===== src/rtl/acc_bus_pkg.sv =====
package acc_bus_pkg;
  localparam int SEL_W = 3;
  localparam int OP_W  = 3;

  typedef enum logic [SEL_W-1:0] {
    SEL_NONE = 3'd0,
    SEL_AR   = 3'd1,
    SEL_PC   = 3'd2,
    SEL_DR   = 3'd3,
    SEL_AC   = 3'd4,
    SEL_IR   = 3'd5,
    SEL_TR   = 3'd6,
    SEL_MEM  = 3'd7
  } bus_sel_e;

  typedef enum logic [OP_W-1:0] {
    OP_ADD = 3'd0,
    OP_AND = 3'd1,
    OP_CMA = 3'd2,
    OP_XDR = 3'd3,
    OP_XIN = 3'd4
  } alu_op_e;

  // strobe bit positions
  localparam int RI_AR   = 0;
  localparam int RI_PC   = 1;
  localparam int RI_DR   = 2;
  localparam int RI_AC   = 3;
  localparam int RI_IR   = 4;
  localparam int RI_TR   = 5;
  localparam int RI_OUTR = 6;
  localparam int NUM_REGS = 7;
endpackage


===== src/rtl/acc_reg_cell.sv =====
module acc_reg_cell #(
  parameter int W = 16
) (
  input  logic         clk_i,
  input  logic         rst_ni,
  input  logic         clr_i,
  input  logic         ld_i,
  input  logic         inc_i,
  input  logic [W-1:0] d_i,
  output logic [W-1:0] q_o
);
  logic [W-1:0] q_q;

  always_ff @(posedge clk_i or negedge rst_ni) begin
    if (!rst_ni)     q_q <= '0;
    else if (clr_i)  q_q <= '0;
    else if (ld_i)   q_q <= d_i;
    else if (inc_i)  q_q <= q_q + W'(1);
  end

  assign q_o = q_q;

  AST_CLR_WINS: assert property (@(posedge clk_i) disable iff (!rst_ni)
    clr_i |=> (q_o == '0));
  AST_LD_BEATS_INC: assert property (@(posedge clk_i) disable iff (!rst_ni)
    (!clr_i && ld_i) |=> (q_o == $past(d_i)));
  AST_INC_STEP: assert property (@(posedge clk_i) disable iff (!rst_ni)
    (!clr_i && !ld_i && inc_i) |=> (q_o == $past(q_o) + W'(1)));
  AST_IDLE_HOLD: assert property (@(posedge clk_i) disable iff (!rst_ni)
    (!clr_i && !ld_i && !inc_i) |=> $stable(q_o));
endmodule


===== src/rtl/acc_bus_mux.sv =====
module acc_bus_mux #(
  parameter int DATA_W = 16,
  parameter int ADDR_W = 12
) (
  input  logic [2:0]        sel_i,
  input  logic [ADDR_W-1:0] ar_i,
  input  logic [ADDR_W-1:0] pc_i,
  input  logic [DATA_W-1:0] dr_i,
  input  logic [DATA_W-1:0] ac_i,
  input  logic [DATA_W-1:0] ir_i,
  input  logic [DATA_W-1:0] tr_i,
  input  logic [DATA_W-1:0] mem_i,
  output logic [DATA_W-1:0] bus_o
);
  import acc_bus_pkg::*;
  localparam int PAD_W = DATA_W - ADDR_W;

  always_comb begin
    unique case (bus_sel_e'(sel_i))
      SEL_AR:  bus_o = {{PAD_W{1'b0}}, ar_i};
      SEL_PC:  bus_o = {{PAD_W{1'b0}}, pc_i};
      SEL_DR:  bus_o = dr_i;
      SEL_AC:  bus_o = ac_i;
      SEL_IR:  bus_o = ir_i;
      SEL_TR:  bus_o = tr_i;
      SEL_MEM: bus_o = mem_i;
      default: bus_o = '0;
    endcase
  end
endmodule


===== src/rtl/acc_alu.sv =====
module acc_alu #(
  parameter int DATA_W = 16,
  parameter int IN_W   = 8
) (
  input  logic [2:0]        op_i,
  input  logic [DATA_W-1:0] ac_i,
  input  logic [DATA_W-1:0] dr_i,
  input  logic [IN_W-1:0]   inpr_i,
  output logic [DATA_W-1:0] res_o,
  output logic              carry_o
);
  import acc_bus_pkg::*;
  logic [DATA_W:0] sum;

  assign sum     = {1'b0, ac_i} + {1'b0, dr_i};
  assign carry_o = sum[DATA_W];

  always_comb begin
    unique case (op_i)
      OP_ADD:  res_o = sum[DATA_W-1:0];
      OP_AND:  res_o = ac_i & dr_i;
      OP_CMA:  res_o = ~ac_i;
      OP_XDR:  res_o = dr_i;
      OP_XIN:  res_o = {{(DATA_W-IN_W){1'b0}}, inpr_i};
      default: res_o = ac_i;
    endcase
  end
endmodule


===== src/rtl/acc_bus_datapath.sv =====
module acc_bus_datapath #(
  parameter int DATA_W = 16,
  parameter int ADDR_W = 12,
  parameter int IN_W   = 8
) (
  input  logic              clk_i,
  input  logic              rst_ni,
  input  logic [2:0]        sel_i,
  input  logic [6:0]        ld_i,
  input  logic [6:0]        inc_i,
  input  logic [6:0]        clr_i,
  input  logic [2:0]        alu_op_i,
  input  logic              e_clr_i,
  input  logic              inpr_ld_i,
  input  logic [IN_W-1:0]   inpr_data_i,
  input  logic [DATA_W-1:0] mem_rdata_i,
  output logic [DATA_W-1:0] bus_o,
  output logic [ADDR_W-1:0] ar_o,
  output logic [ADDR_W-1:0] pc_o,
  output logic [DATA_W-1:0] dr_o,
  output logic [DATA_W-1:0] ac_o,
  output logic [DATA_W-1:0] ir_o,
  output logic [DATA_W-1:0] tr_o,
  output logic [DATA_W-1:0] outr_o,
  output logic [IN_W-1:0]   inpr_o,
  output logic              e_o
);
  import acc_bus_pkg::*;

  localparam int NUM_NARROW = 2;
  localparam int NUM_WIDE   = 4;
  localparam int NARROW_IDX [NUM_NARROW] = '{RI_AR, RI_PC};
  localparam int WIDE_IDX   [NUM_WIDE]   = '{RI_DR, RI_IR, RI_TR, RI_OUTR};

  logic [DATA_W-1:0] bus;
  logic [ADDR_W-1:0] narrow_q [NUM_NARROW];
  logic [DATA_W-1:0] wide_q   [NUM_WIDE];
  logic [DATA_W-1:0] alu_res;
  logic              alu_carry;
  logic              e_q;
  logic              add_capture;

  // address register and program counter: low bus bits only
  for (genvar g = 0; g < NUM_NARROW; g++) begin : g_narrow
    acc_reg_cell #(.W(ADDR_W)) u_cell (
      .clk_i  (clk_i),
      .rst_ni (rst_ni),
      .clr_i  (clr_i[NARROW_IDX[g]]),
      .ld_i   (ld_i[NARROW_IDX[g]]),
      .inc_i  (inc_i[NARROW_IDX[g]]),
      .d_i    (bus[ADDR_W-1:0]),
      .q_o    (narrow_q[g])
    );
  end

  for (genvar g = 0; g < NUM_WIDE; g++) begin : g_wide
    acc_reg_cell #(.W(DATA_W)) u_cell (
      .clk_i  (clk_i),
      .rst_ni (rst_ni),
      .clr_i  (clr_i[WIDE_IDX[g]]),
      .ld_i   (ld_i[WIDE_IDX[g]]),
      .inc_i  (inc_i[WIDE_IDX[g]]),
      .d_i    (bus),
      .q_o    (wide_q[g])
    );
  end

  // accumulator loads from the ALU, not the bus
  acc_reg_cell #(.W(DATA_W)) u_ac (
    .clk_i  (clk_i),
    .rst_ni (rst_ni),
    .clr_i  (clr_i[RI_AC]),
    .ld_i   (ld_i[RI_AC]),
    .inc_i  (inc_i[RI_AC]),
    .d_i    (alu_res),
    .q_o    (ac_o)
  );

  acc_reg_cell #(.W(IN_W)) u_inpr (
    .clk_i  (clk_i),
    .rst_ni (rst_ni),
    .clr_i  (1'b0),
    .ld_i   (inpr_ld_i),
    .inc_i  (1'b0),
    .d_i    (inpr_data_i),
    .q_o    (inpr_o)
  );

  acc_alu #(.DATA_W(DATA_W), .IN_W(IN_W)) u_alu (
    .op_i    (alu_op_i),
    .ac_i    (ac_o),
    .dr_i    (wide_q[0]),
    .inpr_i  (inpr_o),
    .res_o   (alu_res),
    .carry_o (alu_carry)
  );

  acc_bus_mux #(.DATA_W(DATA_W), .ADDR_W(ADDR_W)) u_mux (
    .sel_i (sel_i),
    .ar_i  (narrow_q[0]),
    .pc_i  (narrow_q[1]),
    .dr_i  (wide_q[0]),
    .ac_i  (ac_o),
    .ir_i  (wide_q[1]),
    .tr_i  (wide_q[2]),
    .mem_i (mem_rdata_i),
    .bus_o (bus)
  );

  // carry capture only when AC really takes an add result
  assign add_capture = ld_i[RI_AC] && !clr_i[RI_AC] && (alu_op_i == OP_ADD);

  always_ff @(posedge clk_i or negedge rst_ni) begin
    if (!rst_ni)          e_q <= 1'b0;
    else if (e_clr_i)     e_q <= 1'b0;
    else if (add_capture) e_q <= alu_carry;
  end

  assign bus_o  = bus;
  assign ar_o   = narrow_q[0];
  assign pc_o   = narrow_q[1];
  assign dr_o   = wide_q[0];
  assign ir_o   = wide_q[1];
  assign tr_o   = wide_q[2];
  assign outr_o = wide_q[3];
  assign e_o    = e_q;

  AST_SEL_NONE_ZERO: assert property (@(posedge clk_i) disable iff (!rst_ni)
    (sel_i == SEL_NONE) |-> (bus_o == '0));
  AST_ADDR_ZEXT: assert property (@(posedge clk_i) disable iff (!rst_ni)
    (sel_i == SEL_AR || sel_i == SEL_PC) |-> (bus_o[DATA_W-1:ADDR_W] == '0));
  AST_ADD_CARRY: assert property (@(posedge clk_i) disable iff (!rst_ni)
    (ld_i[RI_AC] && !clr_i[RI_AC] && !e_clr_i && alu_op_i == OP_ADD)
      |=> ({e_o, ac_o} == $past({1'b0, ac_o}) + $past({1'b0, dr_o})));
  AST_E_HOLD: assert property (@(posedge clk_i) disable iff (!rst_ni)
    (!e_clr_i && !(ld_i[RI_AC] && alu_op_i == OP_ADD)) |=> $stable(e_o));
  AST_E_CLR: assert property (@(posedge clk_i) disable iff (!rst_ni)
    e_clr_i |=> !e_o);
  AST_INPR_HOLD: assert property (@(posedge clk_i) disable iff (!rst_ni)
    !inpr_ld_i |=> $stable(inpr_o));
endmodule


===== config.mk =====
export PLATFORM = sky130hd
export DESIGN_NAME = acc_bus_datapath
export DESIGN_NICKNAME = d
export VERILOG_FILES = /design/src/rtl/acc_bus_pkg.sv /design/src/rtl/acc_reg_cell.sv /design/src/rtl/acc_bus_mux.sv /design/src/rtl/acc_alu.sv /design/src/rtl/acc_bus_datapath.sv
export SDC_FILE = /design/constraint.sdc
export NUM_CORES = 1
export LEC_CHECK = 0
export BUFFER_PORTS_ARGS = -buffer_cell sky130_fd_sc_hd__buf_4
export CAP_MARGIN = 20
export CORE_ASPECT_RATIO = 0.5
export CORE_MARGIN = 1.5
export CORE_UTILIZATION = 40
export CTS_CLUSTER_SIZE = 14
export DETAILED_ROUTE_END_ITERATION = 7
export HOLD_SLACK_MARGIN = 0.05
export SLEW_MARGIN = 20
export SYNTH_ARGS = -nofsm -noshare
export SYNTH_HDL_FRONTEND = slang
export SYNTH_SLANG_ARGS = --single-unit

===== constraint.sdc =====
create_clock -name clk_i -period 2.3 [get_ports clk_i]
set_clock_uncertainty 0.15 [all_clocks]
set_input_delay 0.115 -clock clk_i [delete_from_list [all_inputs] [get_ports clk_i]]
set_output_delay 0.115 -clock clk_i [all_outputs]
set_load 0.02 [all_outputs]

Yosys cells after proc, flatten, opt, wreduce, memory -nomap -nowiden
Cells that the tools add are included.

word-level totals
  input port bits = 55
  output and inout port bits = 129
  word-level logic and storage cells = 69
  bits in registers = 113

operators by class
  reductions and logical operators = 13
  muxes and demuxes = 25
  equal/unequal tests = 12
  bitwise logic cells = 2
  add/sub/neg operators = 8

operator list
  kind                                                    count
  2-to-1 mux 16 bit                                       15
  one-hot mux 16 bit (7 select lines)                     1
  adder 16 x 1 -> 16 bit (second input constant)          5
  one-hot mux 16 bit (5 select lines)                     1
  2-to-1 mux 12 bit                                       6
  adder 12 x 1 -> 12 bit (second input constant)          2
  nonzero test 3 bit                                      7
  adder 16 x 16 -> 17 bit                                 1
  AND 16 bit                                              1
  inverter 16 bit                                         1
  == test 3 bit (second input constant)                   5
  == test 3 x 2 -> 1 bit (second input constant)          4
  inequality test 7 x 1 -> 1 bit (second input constant)  1
  == test 3 x 1 -> 1 bit (second input constant)          2
  logical NOT 3 bit                                       1
  logical AND 1 bit                                       2
  2-to-1 mux 1 bit                                        2
  AND reduction 2 bit                                     1
  nonzero test 2 bit                                      1
  logical NOT 1 bit                                       1

Depth between registers and ports, before layout
  word-level depth = 5
  gate-level depth with buffers = 10
  mapped depth without buffers = 10

Cells and area by module
Synthesis repeated with hierarchy kept, for this count alone.

second synthesis, totals
  cells, all modules = 1,113
  area, all modules = 9,296.4 µm²

modules (own cells, without submodules)
  module                                 area each (µm²)  times used  cells each  sequential area each (µm²)
  acc_reg_cell (g_wide[0].u_cell ...)    964.7            5           106         400.4
  acc_alu                                1,540.2          1           246         0.0
  acc_reg_cell (g_narrow[0].u_cell ...)  754.5            2           80          300.3
  acc_bus_mux                            922.1            1           124         0.0
  acc_reg_cell (u_inpr)                  436.7            1           47          200.2
  acc_bus_datapath                       65.1             1           6           25.0

Worst setup path after synthesis
Ideal clock, no wire load.

  kind = register to register
  from = register g_wide[0].u_cell.q_q[0]
  to = register e_q, in the netlist e_o
  data required time = 2.025 ns
  period minus slack after synthesis = 2.532 ns
  path buffers = 0
  setup time = 0.125 ns
  stages on the path, launching flop included = 10
  path slack = -0.232 ns
  data arrival time = 2.257 ns
  path through = dfrtp_1 -> ha_1 -> inv_1 -> fa_1 -> nor2b_1 -> o31a_2 -> o221ai_2 -> o211ai_2 -> nand3_1 -> a2111oi_0

between the ends
  longest elaborated chain between the ends = 3

RTL lines
  what                     RTL line                 text
  start, declared          acc_reg_cell.sv:12       logic [W-1:0] q_q;
  start signal, assigned   acc_reg_cell.sv:17       else if (ld_i) q_q <= d_i;
  start signal, assigned   acc_reg_cell.sv:18       else if (inc_i) q_q <= q_q + W'(1);
  adder 16 x 16 -> 17 bit  acc_alu.sv:15            assign sum = {1'b0, ac_i} + {1'b0, dr_i};
  2-to-1 mux 1 bit         acc_bus_datapath.sv:116  else if (add_capture) e_q <= alu_carry;
  2-to-1 mux 1 bit         acc_bus_datapath.sv:115  else if (e_clr_i) e_q <= 1'b0;
  end signal, assigned     acc_bus_datapath.sv:116
  end, declared            acc_bus_datapath.sv:40   logic e_q;

Every way passes these cells. The select of a mux whose other input is x is not followed.
A chain may end at the register's enable or synchronous reset.

Worst setup path after layout
  from = register g_wide[0].u_cell.q_q[0]
  to = register u_ac.q_q[6], in the netlist u_ac.q_o[6]

between the ends
  longest elaborated chain between the ends = 4

RTL lines
  what                                 RTL line            text
  adder 16 x 16 -> 17 bit              acc_alu.sv:15
  one-hot mux 16 bit (5 select lines)  acc_alu.sv:19       unique case (op_i)
  2-to-1 mux 16 bit                    acc_reg_cell.sv:17
  2-to-1 mux 16 bit                    acc_reg_cell.sv:16  else if (clr_i) q_q <= '0;
  end signal, assigned                 acc_reg_cell.sv:17
  end signal, assigned                 acc_reg_cell.sv:18
  end, declared                        acc_reg_cell.sv:12

Every way passes these cells.

==> summary by stage <==
Critical path
STA classifies the critical path startpoint as a flip-flop. The required time of the worst setup path is around 2.5 ns. The highest fanout seen on the critical path is 4. The startpoint-to-endpoint class of the critical path is flip-flop to flip-flop. The endpoint arrival time on the critical path is 2.47 ns. The sort of element at the end of the critical path is a flip-flop.

STA
The maximum clock rate is about 430 MHz. The least setup slack across all paths after layout is -0.0238 ns. The final count of negative-setup-slack endpoints is 1.

The transition time of the tightest slew-check pin is a little over 0.6 ns. The final-layout worst hold slack is 0.0999 ns. Counting I/O delays and the setup requirement, the final critical path takes approximately 2.3 ns.

Setup repair after global routing could not meet its margin everywhere. The number of endpoints with negative hold slack in the final report is 0. The count of pins over their slew limit is 0. The share of the cycle needed by the critical path after routing is 101%. The worst slew margin relative to its limit is about three fifths.

Route
The via count normalized by instance count is ~5.7. The routed wire length per instance is 20.1 um. The final layout contains routed wiring with a total length of roughly 31,000 um. In this run, the number of DRC markers left after iteration 0 of detailed routing was roughly 850. The total number of vias is approximately 8,800. For this run, design rule violations remaining after detail routing come to 0. The detailed-routing iteration count for the pre-antenna-repair pass is 5. The count of nets left with antenna violations once routing finished came out at 0.

Logic synthesis
The async set-reset flop share out of synthesis is 100%. The number of distinct library cells after synthesis is 72. When the netlist entered floorplanning its net count stood at 1,072. After synthesis the netlist holds a flip-flop and latch count of about 110.

The synthesized netlist devotes between 20% and 30% of its cell area to simple gates. Yosys mapped a number of flops with a built-in enable equal to 0. The synthesized netlist devotes approximately a tenth of its cell area to XOR and XNOR gates.

The commonest register cell after synthesis is sky130_fd_sc_hd__dfrtp_1. The count of yosys warnings during synthesis is 0. Summing the areas of all compound-gate instances in the mapped netlist gives 21.1% of the synthesized area. The post-synthesis share of cell area spent on full adders, half adders and majority gates is under 10%. Averaged over all synthesized cells, the footprint is roughly 8.6 um2. In the synthesized netlist, mux cells make up under 10% of the area. The cell area after synthesis is ~8500 um2. The part of the Yosys area used for sequential elements is 33.1%.

After synthesis, the largest family of logic cells by area is compound AO/OA/AOI/OAI gates. After technology mapping, the gate count stands at roughly 1,000.

Layout
Relative to the synthesized area, the layout overhead comes to 40.9%. The net total in the final layout is around 1,400. The final standard cell utilization of the core is between 50% and 60%.

Summing all multi-input logic gate instances after layout gives roughly 5600 um2. In the final layout, flip-flops and latches occupy ~2800 um2. In the layout the commonest cells are 268 x sky130_fd_sc_hd__buf_4, 153 x sky130_fd_sc_hd__nor2_1, 101 x sky130_fd_sc_hd__dfrtp_1, 93 x sky130_fd_sc_hd__a211oi_1.

Of the cells placed in the final design, the portion with a size suffix greater than 1 is 32.0%. Counting the fill cells in the layout gives 1,906. The library cell used most frequently in the layout, excluding fill and tap cells, is sky130_fd_sc_hd__buf_4. After the flow finishes, the layout carries non-filler instances totaling 1,558. The final instance area is 12,000 um2.

Global route
In the global route stage, overall resource usage came out at ~28%. The global-route wire length before repair is roughly 48,000 um. The via count of the first global-routing pass is between 8,000 and 9,000. The initial antenna violation count is 2. The overall overflow remaining after global route is 0. The maximum number of pins on one net before global-route repair is 46.

Place
Port buffering added 183 buffers. The placed instances occupy a cell area of around 11,000 um2. Once detailed placement completed, the half-perimeter wirelength came to approximately 23,000 um. Once placement completed, the tool counted placed cells totaling around 1,500. The routability congestion estimate from global placement is about 0.96.

Clock network
The clock tree from TritonCTS is yes. CTS built an H-tree with a depth of 4. The tree is rooted in a sky130_fd_sc_hd__clkbuf_16.

Clock-pin slew was measured on the worst setup and hold paths at roughly 0.06 ns. In this run, CTS created clock tree buffers numbering 17. The sink count of the clock tree is 113. The worst-case clock buffer depth is 2. At the later pin of the worst-skew pair, clock insertion delay measures 0.41 ns.

Die
between 150 and 200 I/O pins were placed. The die is 210 um wide. The die area is 22,300 um2. The effective utilization at floorplan is 41.2%. The floorplan row count is 37. The die is 106 um tall.

The placeable core area is 20,700 um2.

Flow run
The max capacitance violation total is 0.

Power and ir drop
Across the VDD grid, the largest voltage drop is 402 uV. The total power is 0.00691 W. The cell area power density is roughly 570 nW/um2.

The analysis attributes to cell leakage a power of ~5.3 nW.

Run status
The checks that failed: setup timing. The run finished, with violations left.

Worst hold path
The class of the worst hold path is primary input to async pin.
-- layout make-up --
type / count / area share [%]
Multi-Input combinational cell: 786 / 46.1
Sequential cell: 113 / 23.6
Timing Repair Buffer: 325 / 21.9
Clock buffer: 21 / 3.83
Tap cell: 273 / 2.84
Inverter: 29 / 0.904
Clock inverter: 10 / 0.728
Antenna cell: 1 / 0.0208
-- per-layer routing --
layer | vias to the layer above | track usage (%) | routed length, um
met5 | - | 0 | 0
met4 | 0 | 6.83 | 371
met3 | 27 | 5.17 | 2150
met2 | 296 | 45.0 | 14300
met1 | 4318 | 39.5 | 14400
li1 | 4187 | - | -
-- synthesized netlist by cell type (13+ instances only) --
| cell | n | area, um2 |
|---|---|---|
| sky130_fd_sc_hd__xnor2_1 | 64 | 561 |
| sky130_fd_sc_hd__o21ai_1 | 13 | 65.1 |
| sky130_fd_sc_hd__mux2i_1 | 14 | 140 |
| sky130_fd_sc_hd__a211oi_1 | 95 | 713 |
| sky130_fd_sc_hd__mux4_2 | 13 | 293 |
| sky130_fd_sc_hd__nand4_1 | 24 | 150 |
| sky130_fd_sc_hd__mux2_2 | 15 | 169 |
| sky130_fd_sc_hd__o21ai_0 | 35 | 175 |
| sky130_fd_sc_hd__clkbuf_1 | 37 | 139 |
| sky130_fd_sc_hd__nand2_1 | 64 | 240 |
| sky130_fd_sc_hd__xor2_1 | 29 | 254 |
| sky130_fd_sc_hd__and3_1 | 16 | 100 |
| sky130_fd_sc_hd__a21oi_1 | 46 | 230 |
| sky130_fd_sc_hd__dfrtp_1 | 113 | 2830 |
| sky130_fd_sc_hd__ha_1 | 23 | 288 |
| sky130_fd_sc_hd__inv_1 | 29 | 109 |
| sky130_fd_sc_hd__buf_2 | 18 | 90.1 |
| sky130_fd_sc_hd__nor2_1 | 153 | 574 |
| sky130_fd_sc_hd__nor3_1 | 13 | 65.1 |
| sky130_fd_sc_hd__nand3_1 | 51 | 255 |
-- worst max-delay path, cell delays in order (launching register included) --
cell and delay (ns):
sky130_fd_sc_hd__dfrtp_2 0.43, sky130_fd_sc_hd__ha_4 0.17, sky130_fd_sc_hd__inv_2 0.05, sky130_fd_sc_hd__fa_2 0.22
sky130_fd_sc_hd__nor2b_2 0.05, sky130_fd_sc_hd__o31a_2 0.33, sky130_fd_sc_hd__o21ai_1 0.12, sky130_fd_sc_hd__or3b_1 0.35
sky130_fd_sc_hd__a31oi_1 0.14, sky130_fd_sc_hd__a21oi_1 0.06, sky130_fd_sc_hd__a21o_1 0.15
-- sequential cells by signal, indices dropped and copies added (netlist names) --
register and cells:
g_narrow.u_cell.q_o 24, g_wide.u_cell.q_o 64, e_o 1, u_inpr.q_o 8, u_ac.q_o 16
-- stage by stage --
stage | TNS, ns | worst slack, ns
final | -0.0238 | -0.0238
after global placement | -0.0849 | -0.0571
after global routing | -0.743 | -0.123
after floorplan | -0.0634 | -0.0433
after detailed placement | -0.340 | -0.115
after CTS | -0.136 | -0.0860
-- kinds of logic after synthesis --
family | count (synthesis)
AOI/OAI and AO/OA | 260
xor gates and xnor gates | 94
adders and majority gates | 24
buffers and inverters | 94
DFF | 113
muxes | 43
and+or+nand+nor | 365
-- final timing paths --
check / startpoint / to / slack (ns) / depth (start not counted)
max: g_wide[0].u_cell.q_o[0] / u_ac.q_o[6] / -0.02 / 10
min: rst_ni / g_narrow[1].u_cell.q_o[2] / 0.1 / 2
max reg2reg: g_wide[0].u_cell.q_o[0] / u_ac.q_o[6] / -0.02 / 10
min reg2reg: u_ac.q_o[11] / u_ac.q_o[11] / 0.47 / 2
max in group asynchronous: rst_ni / g_wide[2].u_cell.q_o[3] / 1.25 / 3
min in group clk_i: alu_op_i[1] / u_ac.q_o[4] / 0.12 / 3
-- repair_timing --
item | 4_1_cts | 5_1_grt
gates resized for setup | 23 | 31
endpoints found under the setup margin | 20 | 29
hold buffers | 40 | 0
pin swaps | 9 | 19
endpoints found under the hold margin | 218 | 0
setup buffers | 10 | 12
-- power breakdown --
| part | switching, W | leakage, nW | total, W | internal (W) |
|---|---|---|---|---|
| clock network | 0.000986 | 0.268 | 0.00252 | 0.00153 |
| logic | 0.00113 | 3.62 | 0.00205 | 0.000923 |
| registers | 0.000212 | 1.46 | 0.00235 | 0.00213 |
Power figures use the tool's default switching activity.
